`config.mk`:
```
export PLATFORM = sky130hd
export DESIGN_NAME = turn_route_unit
export DESIGN_NICKNAME = d
export VERILOG_FILES = /design/src/rtl/rt_pkg.sv /design/src/rtl/rt_offset_decode.sv /design/src/rtl/rt_turn_policy.sv /design/src/rtl/rt_cong_pick.sv /design/src/rtl/turn_route_unit.sv
export SDC_FILE = /design/constraint.sdc
export NUM_CORES = 1
export LEC_CHECK = 0
export BUFFER_PORTS_ARGS = -buffer_cell sky130_fd_sc_hd__buf_2
export CORE_AREA = 2 2 39 41
export DETAILED_ROUTE_END_ITERATION = 10
export DIE_AREA = 0 0 41 43
export PLACE_DENSITY = 0.84
export SLEW_MARGIN = 25
export SYNTH_ARGS = -nofsm -noshare
export SYNTH_HDL_FRONTEND = slang
export SYNTH_SLANG_ARGS = --single-unit
```
`constraint.sdc`:
```
create_clock -name clk -period 1.5 [get_ports clk]
set_clock_uncertainty 0.1 [all_clocks]
set_input_delay 0.45 -clock clk [delete_from_list [all_inputs] [get_ports clk]]
set_output_delay 0.45 -clock clk [all_outputs]
set_load 0.02 [all_outputs]
```
`src/rtl/rt_pkg.sv`:
```
package rt_pkg;

  typedef enum logic [2:0] {
    PORT_LOCAL = 3'd0,
    PORT_EAST  = 3'd1,
    PORT_WEST  = 3'd2,
    PORT_NORTH = 3'd3,
    PORT_SOUTH = 3'd4
  } port_e;

  typedef enum logic [1:0] {
    MODE_DOR = 2'd0,
    MODE_WLD = 2'd1,
    MODE_NTR = 2'd2,
    MODE_NLD = 2'd3
  } mode_e;

  localparam int unsigned NUM_DIRS  = 4;
  localparam int unsigned NUM_PORTS = NUM_DIRS + 1;

endpackage

```
`src/rtl/rt_offset_decode.sv`:
```
module rt_offset_decode #(
  parameter int unsigned CW = 4
) (
  input  logic [CW-1:0] cur_x_i,
  input  logic [CW-1:0] cur_y_i,
  input  logic [CW-1:0] dst_x_i,
  input  logic [CW-1:0] dst_y_i,
  output logic          go_e_o,
  output logic          go_w_o,
  output logic          go_n_o,
  output logic          go_s_o
);

  always_comb begin
    go_e_o = (dst_x_i > cur_x_i);
    go_w_o = (dst_x_i < cur_x_i);
    go_n_o = (dst_y_i > cur_y_i);
    go_s_o = (dst_y_i < cur_y_i);
  end

endmodule

```
`src/rtl/rt_turn_policy.sv`:
```
module rt_turn_policy
  import rt_pkg::*;
(
  input  logic  go_e_i,
  input  logic  go_w_i,
  input  logic  go_n_i,
  input  logic  go_s_i,
  input  mode_e mode_i,
  output port_e first_o,
  output port_e second_o,
  output logic  choice_o
);

  port_e x_dir;
  port_e y_dir;
  logic  x_any;
  logic  y_any;

  always_comb begin
    x_dir = go_e_i ? PORT_EAST  : (go_w_i ? PORT_WEST  : PORT_LOCAL);
    y_dir = go_n_i ? PORT_NORTH : (go_s_i ? PORT_SOUTH : PORT_LOCAL);
    x_any = go_e_i | go_w_i;
    y_any = go_n_i | go_s_i;
  end

  always_comb begin
    // Default: dimension order, X before Y, no alternative.
    first_o  = x_any ? x_dir : y_dir;
    second_o = first_o;
    choice_o = 1'b0;
    unique case (mode_i)
      MODE_DOR: ;
      MODE_WLD: begin
        if (go_w_i) begin
          first_o  = PORT_WEST;
          second_o = PORT_WEST;
        end else if (go_e_i && y_any) begin
          first_o  = PORT_EAST;
          second_o = y_dir;
          choice_o = 1'b1;
        end
      end
      MODE_NTR: begin
        if (go_s_i && x_any) begin
          first_o  = x_dir;
          second_o = PORT_SOUTH;
          choice_o = 1'b1;
        end
      end
      MODE_NLD: begin
        if (go_w_i && go_s_i) begin
          first_o  = PORT_WEST;
          second_o = PORT_SOUTH;
          choice_o = 1'b1;
        end else if (go_e_i && go_s_i) begin
          first_o  = PORT_SOUTH;
          second_o = PORT_SOUTH;
        end else if (go_e_i && go_n_i) begin
          first_o  = PORT_EAST;
          second_o = PORT_NORTH;
          choice_o = 1'b1;
        end
      end
      default: ;
    endcase
  end

endmodule

```
`src/rtl/rt_cong_pick.sv`:
```
module rt_cong_pick
  import rt_pkg::*;
(
  input  port_e                first_i,
  input  port_e                second_i,
  input  logic                 choice_i,
  input  logic [NUM_DIRS-1:0]  cong_i,
  output port_e                pick_o
);

  logic [NUM_PORTS-1:0] busy_by_port;

  assign busy_by_port[0] = 1'b0;
  for (genvar g = 1; g < NUM_PORTS; g++) begin : g_busy
    assign busy_by_port[g] = cong_i[g-1];
  end

  logic first_busy;
  logic second_busy;

  always_comb begin
    first_busy  = busy_by_port[first_i];
    second_busy = busy_by_port[second_i];
    pick_o      = first_i;
    if (choice_i && first_busy && !second_busy) begin
      pick_o = second_i;
    end
  end

endmodule

```
`src/rtl/turn_route_unit.sv`:
```
module turn_route_unit
  import rt_pkg::*;
#(
  parameter int unsigned CW = 4
) (
  input  logic          clk,
  input  logic          rst_n,
  input  logic          head_vld_i,
  input  logic [CW-1:0] cur_x_i,
  input  logic [CW-1:0] cur_y_i,
  input  logic [CW-1:0] dst_x_i,
  input  logic [CW-1:0] dst_y_i,
  input  logic [1:0]    mode_i,
  input  logic [3:0]    cong_i,
  output logic [2:0]    port_o,
  output logic          port_vld_o
);

  logic  go_e, go_w, go_n, go_s;
  port_e first_dir, second_dir, pick;
  logic  has_choice;

  rt_offset_decode #(.CW(CW)) dec_i (
    .cur_x_i (cur_x_i),
    .cur_y_i (cur_y_i),
    .dst_x_i (dst_x_i),
    .dst_y_i (dst_y_i),
    .go_e_o  (go_e),
    .go_w_o  (go_w),
    .go_n_o  (go_n),
    .go_s_o  (go_s)
  );

  rt_turn_policy pol_i (
    .go_e_i   (go_e),
    .go_w_i   (go_w),
    .go_n_i   (go_n),
    .go_s_i   (go_s),
    .mode_i   (mode_e'(mode_i)),
    .first_o  (first_dir),
    .second_o (second_dir),
    .choice_o (has_choice)
  );

  rt_cong_pick pick_i (
    .first_i  (first_dir),
    .second_i (second_dir),
    .choice_i (has_choice),
    .cong_i   (cong_i),
    .pick_o   (pick)
  );

  port_e port_q, port_d;
  logic  vld_q, vld_d;
  logic  port_en;

  always_comb begin
    port_en = head_vld_i;
    port_d  = pick;
    vld_d   = head_vld_i;
  end

  always_ff @(posedge clk or negedge rst_n) begin
    if (!rst_n) begin
      port_q <= PORT_LOCAL;
      vld_q  <= 1'b0;
    end else begin
      vld_q <= vld_d;
      if (port_en) begin
        port_q <= port_d;
      end
    end
  end

  assign port_o     = port_q;
  assign port_vld_o = vld_q;

endmodule

```
Word-level counts from Yosys, hierarchy flattened
Cells that the tools add are included.

cells by class
  equal/unequal tests = 3
  $lt $le $gt $ge = 6
  reduce and logical (&&, ||, !) cells = 8
  bitwise logic cells = 2
  mux-type cells = 31

operators with widths
  kind                                                                           count
  3-bit two-way mux                                                              17
  3-bit case mux with 3 select lines                                             2
  4-bit > comparator                                                             2
  3-bit by 4-bit less-than comparator with 1-bit output (second input constant)  2
  4-bit less-than comparator                                                     2
  1-bit two-way mux                                                              8
  1-bit logical AND                                                              7
  1-bit binary-select mux with 3-bit select                                      2
  2-bit equality test (second input constant)                                    2
  1-bit case mux with 3 select lines                                             1
  2-bit by 1-bit equality test with 1-bit output (second input constant)         1
  2-bit two-way mux                                                              1
  1-bit bitwise OR                                                               2
  1-bit zero test                                                                1

storage, ports and cells
  output and inout port bits = 4
  logic and storage cells = 52
  bits in registers = 4
  input bits = 25

Depth between registers and ports, before layout
Gate-level depths: netlist of run 1.

  depth after elaboration = 13
  mapped depth = 8
  mapped depth without buffers = 8

Cells and area by module
A second synthesis of run 1 with hierarchy kept.

second synthesis, totals
  cell total of the unflattened synthesis = 83
  area total of the unflattened synthesis = 654.4 um^2

modules (own cells, without submodules)
  module            sequential area each (um^2)  times used  cells an instance  area each (um^2)
  rt_offset_decode  0.0                          1           30                 227.7
  rt_turn_policy    0.0                          1           29                 163.9
  turn_route_unit   100.1                        1           7                  133.9
  rt_cong_pick      0.0                          1           17                 128.9

Least setup slack after synthesis of run 1
OpenSTA, ideal clock, no wires.

  kind = input to register
  start point = input cur_y_i[1]
  end point = register port_q[2] (netlist: port_o[2])
  data required time = 1.274 ns
  stages on the path = 8
  path slack = -0.689 ns
  path buffers = 0
  arrival = 1.963 ns
  library setup time = 0.126 ns
  cell sequence = inv_1 > ha_1 > nor2b_2 > o211ai_4 > a21bo_1 > a221oi_1 > o2111a_2 > a311o_1

on the way
  cells in the longest elaborated chain, start to end = 13
  elaborated cells on any way between the ends = 40
  those cells by class = order compare (2); mux (29); bitwise (1); reduce/logical (8)

RTL lines
  what                                                                 RTL line                                text
  from (decl)                                                          turn_route_unit.sv:10                   input logic [CW-1:0] cur_y_i,
  4-bit less-than comparator                                           rt_offset_decode.sv:18                  go_s_o = (dst_y_i < cur_y_i);
  3-bit two-way mux (2 in a row)                                       rt_turn_policy.sv:21                    y_dir = go_n_i ? PORT_NORTH : (go_s_i ? PORT_SOUTH : PORT_LOCAL);
  3-bit two-way mux                                                    rt_turn_policy.sv:28                    first_o = x_any ? x_dir : y_dir;
  3-bit two-way mux                                                    rt_turn_policy.sv:58                    end else if (go_e_i && go_n_i) begin
  3-bit two-way mux                                                    rt_turn_policy.sv:55                    end else if (go_e_i && go_s_i) begin
  3-bit two-way mux                                                    rt_turn_policy.sv:51                    if (go_w_i && go_s_i) begin
  3-bit case mux with 3 select lines                                   rt_turn_policy.sv:31                    unique case (mode_i)
  1-bit binary-select mux with 3-bit select, on equally long branches  rt_cong_pick.sv:22, rt_cong_pick.sv:23
  1-bit two-way mux, on equally long branches                          rt_cong_pick.sv:22, rt_cong_pick.sv:23
  1-bit logical AND / 1-bit zero test (equally long branches)          rt_cong_pick.sv:25                      if (choice_i && first_busy && !second_busy) begin
  1-bit logical AND                                                    rt_cong_pick.sv:25
  3-bit two-way mux *                                                  rt_cong_pick.sv:25
  to (signal assigned)                                                 turn_route_unit.sv:70                   port_q <= port_d;
  to (decl)                                                            turn_route_unit.sv:53                   port_e port_q, port_d;

Every way passes the cells marked *; elsewhere a longest branch is shown, timed or not. The select of a mux whose other input is x is not followed.
A chain may end at the register's enable or synchronous reset.

Final worst setup path of run 1
  start point = input dst_x_i[3]
  end point = register port_q[1] (netlist: port_o[1])

on the way
  cells in the longest elaborated chain, start to end = 13
  elaborated cells on any way between the ends = 40
  those cells by class = order compare (2); mux (29); bitwise (1); reduce/logical (8)

RTL lines
  what                                                                 RTL line                                text
  from (decl)                                                          turn_route_unit.sv:11                   input logic [CW-1:0] dst_x_i,
  4-bit less-than comparator                                           rt_offset_decode.sv:16                  go_w_o = (dst_x_i < cur_x_i);
  2-bit two-way mux                                                    rt_turn_policy.sv:20                    x_dir = go_e_i ? PORT_EAST : (go_w_i ? PORT_WEST : PORT_LOCAL);
  3-bit two-way mux                                                    rt_turn_policy.sv:20
  3-bit two-way mux                                                    rt_turn_policy.sv:28
  3-bit two-way mux                                                    rt_turn_policy.sv:58
  3-bit two-way mux                                                    rt_turn_policy.sv:55
  3-bit two-way mux                                                    rt_turn_policy.sv:51
  3-bit case mux with 3 select lines                                   rt_turn_policy.sv:31
  1-bit binary-select mux with 3-bit select, on equally long branches  rt_cong_pick.sv:22, rt_cong_pick.sv:23
  1-bit two-way mux, on equally long branches                          rt_cong_pick.sv:22, rt_cong_pick.sv:23
  1-bit logical AND / 1-bit zero test (equally long branches)          rt_cong_pick.sv:25
  1-bit logical AND                                                    rt_cong_pick.sv:25
  3-bit two-way mux *                                                  rt_cong_pick.sv:25

Marks and branches as above.

==> out/results.ini, run 1 <==
[synthesis]
syn_area_um2 = 592
syn_inst = 67
synth_nets = 100
synth_warnings = 0
yosysSeqAreaShare_pct = 16.9
synth-seq-cells = 4
avgSynthCellArea_um2 = 8.83
synthDistinctLibCells = 34

[die]
die_area_um2 = 1760
core_area_um2 = 1380
start_util_pct = 42.8
rows = 14
die_h_um = 43
io_pins = 29
chipWidth_um = 41

[global_routing]
grt_pass1_wl_mm = 3.26
antenna_found_initial = 0
grt_pass1_vias = 837
grt_max_degree = 10
grt.total_usage_pct = 27.0
grt_overflow = 0

[cells_and_area]
fin_cells = 138
num-nets-final = 157
final_common_cell = buf_4
diodes = 0
final_design_area_no_fill_um2 = 1240
layout_common_cells = buf_4, buf_2, buf_6
drive_gt1_share_pct = 72.1
synthToLayoutAreaGrowth_pct = 109
nFillCells = 66

[sta]
min_period_over_period_pct = 136
worst_pin_slew_ps = 303
hold_viol = 0
rsz0062_at_grt = yes
maxSlewViolCount = 0
setup_viol = 3
slew_headroom_pct = 79.6
fin_crit_ps = 2050
fin_ws_ps = -545
fmax_mhz = 489

[worst_hold_path]
hp-start = head_vld_i
holdPathStages = 1
holdPathEnd = port_vld_o
hold_class = input port to register

[flow_run]
drv_cap = 0

[clock_network]
cts_tree = done
clockRootBuffer = clkbuf_4
cts.htree.levels = 1
clk_pin_slew_ps = 50
clock_latency_ps = 260
clock_path_buffers = 2
numCtsBuffers = 3
clkSinkCount = 4

[drt]
wl_per_cell_um = 20.5
wl_mm = 2.84
first_pass_iters = 4
drc_errors = 0
routed-via-count = 837
ant_nets = 0
drt_iter0_markers = 34
avgViaCountPerCell = 6.07

[critical_path]
worst-path-buf-inv = 3
path_common_cell = buf_4
reg2reg_to = port_o[2]
worst_ep_required_time_ps = 1570
rrSetupSlack_ps = 420
slowest_stage = a211oi_2
r2r_start = port_o[2]
cp_max_fo = 4
cp.arrival_ps = 2110
critical_path_class = input port to register
start_kind = input port
endpoint_kind = register
crit_family = compound AO/OA/AOI/OAI gates
slowest_delay_ps = 290
cp_cell_sequence = buf_6 -> ha_4 -> a41o_1 -> buf_4 -> buf_4 -> a211oi_2 -> o2111a_2 -> mux2i_1
ff2ff_path_depth = 2

[outcome]
violations = setup timing
status = complete, but fails checks

[placed_design]
gp_congestion = 0.861
dp.cells = 124
dpl.hpwl_mm = 1.56
portBuffers = 28
placed_area_um2 = 976

[pwr]
power.leakage_uw = 0.000566
power_density_nw_per_um2 = 617
peakVddDrop_mv = 0.743

[sequential cells by signal, summed over array words and instances (netlist names)]
name and cells:
port_vld_o 1, port_o 3
[worst max path at each step]
stage,start,endpoint,depth (start not counted)
floorplan,dst_y_i[1],port_o[2],7
global placement,cur_y_i[1],port_o[2],9
detailed placement,cur_y_i[1],port_o[2],9
finish,dst_x_i[3],port_o[1],8
CTS,cur_y_i[1],port_o[2],9
global route,cur_x_i[3],port_o[1],9
[metal layers]
layer  wire, um  part of all wire [%]  up-vias  GRT usage (%)
met5          0                     0        -              0
met4        141                   5.0        0           11.3
met3        165                   5.8       16           7.85
met2       1500                    53       51           49.4
met1       1030                    36      401           25.4
li1           -                     -      369              -
[power by group]
part	total [uW]	switching [uW]	internal (uW)
Clock	154	63.0	90.8
Combinational	472	223	249
Sequential	137	12.7	124
[per-stage QoR]
step                      setup slack, ps  hold WS, ps  power [uW]  TNS [ps]  utilization (%)
after floorplan                      -552         54.4         343     -1550                -
after global placement               -752          154         465     -2190             70.5
after detailed placement             -799          164         480     -2390             70.5
after CTS                            -473          319         670     -1370             80.4
after global routing                 -579          315         791     -1640             89.3
final                                -545          311         762     -1560             89.3
[synthesized netlist by cell type]
master	n	area (um2)
nand2_1	4	15.0
o22ai_1	1	6.26
a221oi_1	1	8.76
a21oi_1	4	20.0
nand4b_1	1	8.76
mux2i_1	1	10.0
o211ai_4	1	21.3
o311ai_1	1	8.76
or3b_1	1	8.76
bufinv_8	1	17.5
inv_1	8	30.0
nor2b_2	1	8.76
nand4_1	3	18.8
nor2_1	5	18.8
nor3_1	1	5.00
o211ai_2	1	12.5
dfrtp_1	4	100
a311o_1	1	10.0
a21oi_2	1	8.76
o2111a_2	1	12.5
a211oi_1	1	7.51
ha_1	8	100
a21bo_1	1	10.0
a22oi_1	1	7.51
nor2b_1	1	6.26
a21o_1	1	7.51
nand2b_1	1	6.26
a41o_1	2	20.0
nand3_1	4	20.0
a21bo_2	1	10.0
o21ai_0	1	5.00
and2b_2	1	8.76
nand4_4	1	21.3
nand4bb_1	1	11.3
[worst register-to-register path: stages (launching register included)]
cell and delay [ps]:
dfrtp_1 390, and2b_2 200, a311o_1 270
[cells by family after synthesis]
group	after synthesis	share of synthesized area (%)
compound gates	20	29.8
fa+ha+maj	8	16.9
buf+inv	9	8.03
flops	4	16.9
mux	1	1.69
simple gates	25	26.6
[final cells by class]
cell class                 count  area [um2]  area share, %
tap                           16        20.0           1.62
inverter                       9        70.1           5.67
sequential                     4         100           8.10
clock buffer                   3        22.5           1.82
timing repair buffer          52         395           32.0
multi-input combinational     54         628           50.8
[what timing repair did]
action | CTS | global route
buffers inserted | 5 | 5
pin swaps | 15 | 10
hold buffers | 1 | 0
endpoints found under the setup margin | 3 | 3
endpoints found under the hold margin | 4 | 0
gates resized for setup | 14 | 17
Note: power is estimated with default switching activity, not from simulation.
==> inputs of run 2 (changes only) <==
--- a/config.mk
+++ b/config.mk
@@ -10,6 +10,7 @@
 export DETAILED_ROUTE_END_ITERATION = 10
 export DIE_AREA = 0 0 41 43
 export PLACE_DENSITY = 0.84
+export REMOVE_ABC_BUFFERS = 1
 export SLEW_MARGIN = 25
 export SYNTH_ARGS = -nofsm -noshare
 export SYNTH_HDL_FRONTEND = slang
==> run 2 against run 1 <==
  * The run still ends with setup timing left
  * Worst hold slack improved by 2.1 ps
  * Critical endpoint is now port_o[2]
  * Global-route usage rose by 1.4 points
  * Clock power fell by 10%
  * First-iteration DRC count fell by 47%
  * Largest cell class unchanged
  * Critical path depth rose by 1
  * Largest power group unchanged
  * Die area did not move
  * Sequential share of layout area rose by 0.24 points
==> out/results.ini, run 2 (synthesis gave the netlist of run 1 again) <==
[cells_and_area]
largest_register_ffs = 3  ; unchanged
num-nets-final = 160  ; +1.9%
final_design_area_no_fill_um2 = 1200  ; -2.8%
layout_common_cells = buf_4, buf_2, buf_6
diodes = 0  ; unchanged
final_common_cell = buf_4
drive_gt1_share_pct = 71.2  ; -0.93 points
synthToLayoutAreaGrowth_pct = 103
utilization_pct = 86.8  ; -2.5 points

[sta]
maxSlewViolCount = 0  ; unchanged
min_period_over_period_pct = 138  ; +1.6 points
hold_viol = 0  ; unchanged
fin_crit_ps = 2070  ; +24.0 ps
fmax_mhz = 483  ; -1.2%
finalSetupTns_ps = -1660  ; -100 ps
fin_ws_ps = -569  ; -24.0 ps
setup_viol = 3  ; unchanged
worst_pin_slew_ps = 378  ; +75.3 ps
slew_headroom_pct = 74.8  ; -4.8 points
rsz0062_at_grt = yes

[pwr]
peakVddDrop_mv = 0.582  ; -22%
power_density_nw_per_um2 = 594  ; -3.7%
power.leakage_uw = 0.000566  ; +0.13%

[critical_path]
worst_ep_required_time_ps = 1510  ; -60 ps
endpoint_kind = register
rrSetupSlack_ps = 470  ; +50 ps
reg2reg_to = port_o[2]
r2r_start = port_o[2]
cp.arrival_ps = 2080  ; -30 ps
critical_path_class = input port to register
start_kind = input port
cp_max_fo = 3  ; -1
ff2ff_path_depth = 2  ; unchanged

[die]
start_util_pct = 42.8  ; unchanged
die_area_um2 = 1760  ; unchanged
die_h_um = 43  ; unchanged
io_pins = 29  ; unchanged
rows = 14  ; unchanged
core_area_um2 = 1380  ; unchanged
chipWidth_um = 41  ; unchanged

[drt]
wl_per_cell_um = 16.7  ; -19%
avgViaCountPerCell = 5.73  ; -5.5%
drc_errors = 0  ; unchanged
drt_iter0_markers = 18  ; -47%
first_pass_iters = 4  ; unchanged
wl_mm = 2.36  ; -17%
ant_nets = 0  ; unchanged
routed-via-count = 808  ; -3.5%

[clock_network]
clock_path_buffers = 2  ; unchanged
cts.htree.levels = 1  ; unchanged
clock_latency_ps = 240  ; -20 ps
numCtsBuffers = 3  ; unchanged
cts_tree = done
clockRootBuffer = clkbuf_4
clkSinkCount = 4  ; unchanged
clk_pin_slew_ps = 40  ; about the same

[worst_hold_path]
hp-start = head_vld_i
holdPathStages = 1  ; unchanged
hold_class = input port to register
holdPathEnd = port_vld_o

[flow_run]
drv_cap = 0  ; unchanged

[global_routing]
grt_pass1_wl_mm = 3.33  ; +2.1%
grt_pass1_vias = 836  ; -0.12%
antenna_found_initial = 0  ; unchanged
grt_max_degree = 10  ; unchanged
grt_overflow = 0  ; unchanged
grt.total_usage_pct = 28.4  ; +1.4 points

[placed_design]
gp_congestion = 0.906  ; +5.1%
placed_area_um2 = 872  ; -11%
dpl.hpwl_mm = 1.26  ; -19%
portBuffers = 28  ; unchanged

[outcome]
violations = setup timing
status = complete, but fails checks

-- run 2: through the flow --
| stage | instances | worst slack [ps] | power [uW] | hold WS (ps) |
|---|---|---|---|---|
| after global routing | 141 | -625 | 758 | 311 |
| after floorplan | 67 | -689 | 303 | 54.4 |
| final | 141 | -569 | 713 | 313 |
| after CTS | 138 | -448 | 653 | 305 |
| after global placement | 127 | -849 | 421 | 154 |
| after detailed placement | 127 | -873 | 430 | 158 |
-- run 2: worst max path at each step --
stage                     from        end  slack (ps)
floorplan           cur_y_i[1]  port_o[2]        -690
global placement    cur_y_i[1]  port_o[2]        -850
detailed placement  cur_y_i[1]  port_o[2]        -870
CTS                 cur_x_i[3]  port_o[1]        -450
global route        cur_y_i[3]  port_o[0]        -630
finish              cur_y_i[3]  port_o[2]        -570
-- run 2: repair_timing --
item,CTS,global route
gates resized for setup,28,10
setup endpoints to repair,3,3
buffers inserted,7,3
hold endpoints to repair,4,0
pin swaps,15,9
cloned,0,0
hold buffers,1,0
-- run 2: final cells by class --
class / count / area [um2]
Clock buffer: 3 / 22.5
Fill cell: 71 / 183
Inverter: 9 / 50.0
Multi-Input combinational cell: 54 / 606
Sequential cell: 4 / 100
Tap cell: 16 / 20.0
Timing Repair Buffer: 55 / 403
-- run 2: critical path, cell delays in order --
cell and delay (ps):
buf_2 90, inv_2 40, ha_4 300, nand4_1 180, buf_4 180, a21bo_1 230, a221oi_2 70, o2111a_2 280
a311o_1 260
-- run 2: power breakdown --
group          internal (uW)  switching (uW)  total (uW)
sequential               124            8.46         133
combinational            237             205         442
clock                   89.7            48.4         138
-- run 2: layer usage --
layer | vias up | track usage [%] | part of all wire [%]
met5 | - | 0 | 0
met4 | 0 | 12.0 | 3.2
met3 | 10 | 9.42 | 6.3
met2 | 46 | 51.9 | 55
met1 | 377 | 26.1 | 36
li1 | 375 | - | -
==> inputs of run 3 (changes only) <==
--- a/config.mk
+++ b/config.mk
@@ -6,10 +6,9 @@
 export NUM_CORES = 1
 export LEC_CHECK = 0
 export BUFFER_PORTS_ARGS = -buffer_cell sky130_fd_sc_hd__buf_2
-export CORE_AREA = 2 2 39 41
+export CORE_UTILIZATION = 44
 export DETAILED_ROUTE_END_ITERATION = 10
-export DIE_AREA = 0 0 41 43
-export PLACE_DENSITY = 0.84
+export PLACE_DENSITY = 0.83
 export REMOVE_ABC_BUFFERS = 1
 export SLEW_MARGIN = 25
 export SYNTH_ARGS = -nofsm -noshare
==> constraint.sdc (replaced) <==
create_clock -name clk -period 2.28 [get_ports clk]
set_clock_uncertainty 0.1 [all_clocks]
set_input_delay 0.684 -clock clk [delete_from_list [all_inputs] [get_ports clk]]
set_output_delay 0.684 -clock clk [all_outputs]
set_load 0.02 [all_outputs]
==> run 3 against run 2 <==
  * The flow still finishes with violations (setup timing)
  * Final cell count shrank 5.7%
  * Combinational power fell by 42%
  * Register-to-register slack better by 780 ps
  * Non-clock buffer count down 6
  * Sequential cell count stayed put
  * Worst hold slack lost 160 ps
  * Clock power is 32% lower
  * Critical endpoint is now port_o[0]
  * Highest routed layer unchanged
==> out/results.ini, run 3 (synthesis gave the netlist of run 1 again) <==
[clock_network]
clockRootBuffer = clkbuf_4
clock_latency_ps = 240  ; about the same
clk_pin_slew_ps = 40  ; about the same
cts.htree.levels = 1  ; unchanged
cts_tree = done
ctsHoldBuffers = 0  ; -1
numCtsBuffers = 3  ; unchanged
clkSinkCount = 4  ; unchanged
clock_path_buffers = 2  ; unchanged

[sta]
worst_pin_slew_ps = 287  ; -91.4 ps
setup_viol = 2  ; -1
slew_headroom_pct = 80.7  ; +5.9 points
maxSlewViolCount = 0  ; unchanged
finalSetupTns_ps = -130  ; +1530 ps
fmax_mhz = 423
hold_viol = 0  ; unchanged
fin_crit_ps = 2360
min_period_over_period_pct = 104
fin_ws_ps = -82.9  ; +487 ps

[global_routing]
grt_max_degree = 10  ; unchanged
grt_overflow = 0  ; unchanged
antenna_found_initial = 0  ; unchanged
grt.total_usage_pct = 28.1  ; -0.34 points
grt_pass1_wl_mm = 2.88  ; -13%
grt_pass1_vias = 747  ; -11%

[critical_path]
endpoint_kind = register
cp.arrival_ps = 2400  ; +320 ps
critical_path_class = input port to register
cp_max_fo = 7  ; +4
worst_ep_required_time_ps = 2320  ; +810 ps
start_kind = input port

[placed_design]
placed_area_um2 = 862  ; -1.1%
dp.cells = 124  ; -2.4%
gp_congestion = 0.956  ; +5.6%
portBuffers = 28  ; unchanged
place_ws_ps = -336  ; +537 ps
dpl.hpwl_mm = 1.32  ; +4.5%

[die]
chipWidth_um = 38.7  ; -5.7%
core_area_um2 = 1170  ; -15%
rows = 12  ; -2
io_pins = 29  ; unchanged
start_util_pct = 50.5  ; +7.8 points
die_area_um2 = 1500  ; -15%
die_h_um = 38.7  ; -10%

[drt]
ant_nets = 0  ; unchanged
wl_mm = 2.35  ; -0.42%
avgViaCountPerCell = 5.99  ; +4.6%
first_pass_iters = 4  ; unchanged
drc_errors = 0  ; unchanged
drt_iter0_markers = 27  ; +9
routed-via-count = 797  ; -1.4%
wl_per_cell_um = 17.6  ; +5.6%

[cells_and_area]
layout_common_cells = buf_2, buf_4, ha_4
synthToLayoutAreaGrowth_pct = 80.1
final_common_cell = buf_2
drive_gt1_share_pct = 66.4  ; -4.8 points
fin_cells = 133  ; -5.7%
nFillCells = 49  ; -31%
final_design_area_no_fill_um2 = 1070  ; -11%
num-nets-final = 154  ; -3.8%
diodes = 0  ; unchanged
largest_register_ffs = 3  ; unchanged

[outcome]
violations = setup timing
status = complete, but fails checks

[worst_hold_path]
hold_class = input port to async pin

[pwr]
peakVddDrop_mv = 0.495  ; -15%
power.leakage_uw = 0.000518  ; -8.6%
power_density_nw_per_um2 = 413  ; -30%
total_power_uw = 441  ; -38%

[flow_run]
drv_cap = 0  ; unchanged

==> run 3: cell types whose count changed in the layout (fill, tap and decap cells not counted), sizes merged <==
cell | previous run | this run
dlygate4sd3 | 1 | 0
buf | 54 | 49
==> run 3: per-stage QoR <==
| stage | utilization [%] | hold slack, ps |
|---|---|---|
| 6_report | 91.0 | 150 |
| 5_1_grt | 91.0 | 140 |
| 4_1_cts | 82.5 | 140 |
| 3_5_place_dp | 73.6 | 395 |
| 3_3_place_gp | 73.6 | 389 |
| 2_1_floorplan | - | 288 |
==> run 3: path summary, 6_finish.rpt <==
kind | start | end | slack, ps | cells after the start
max | cur_y_i[1] | port_o[0] | -80 | 11
min | rst_n | port_o[1] | 150 | 1
max reg2reg | port_o[2] | port_o[2] | 1250 | 2
min reg2reg | port_o[0] | port_o[0] | 400 | 2
max in group asynchronous | rst_n | port_o[0] | 1790 | 1
min in group clk | port_o[0] | port_o[0] | 400 | 2
==> run 3: final cells by class <==
class	instances	area, um2	share of cell area, %
clock buffer	3	22.5	2.11
inverter	9	50.0	4.69
multi-input combinational	54	566	53.1
sequential	4	100	9.39
tap	14	17.5	1.64
timing repair buffer	49	310	29.1
==> run 3: what timing repair did <==
| item | in CTS | in global routing |
|---|---|---|
| setup endpoints to repair | 3 | 3 |
| buffers inserted | 2 | 4 |
| resized for setup | 9 | 15 |
| pin swaps | 6 | 10 |
==> run 3: where the power goes <==
part,total (uW),switching [uW],internal (uW)
Clock,93.7,34.4,59.3
Combinational,258,125,133
Sequential,88.6,6.85,81.8
==> run 3: metal layers <==
layer / up-vias / wire length [um] / share of wire [%] / GRT usage, %
met5: - / 0 / 0 / 0
met4: 0 / 103 / 4.4 / 5.17
met3: 14 / 222 / 9.5 / 9.25
met2: 62 / 1260 / 54 / 56.3
met1: 359 / 762 / 32 / 27.1
li1: 362 / - / - / -
==> run 3: worst max-delay path: stages <==
cell      delay, ps
buf_6            80
inv_4            30
ha_4            250
nor2b_4         150
o211ai_4        120
a21bo_1         250
buf_4           140
buf_4           120
nor3_1          280
nand4_1         180
o311ai_2        110
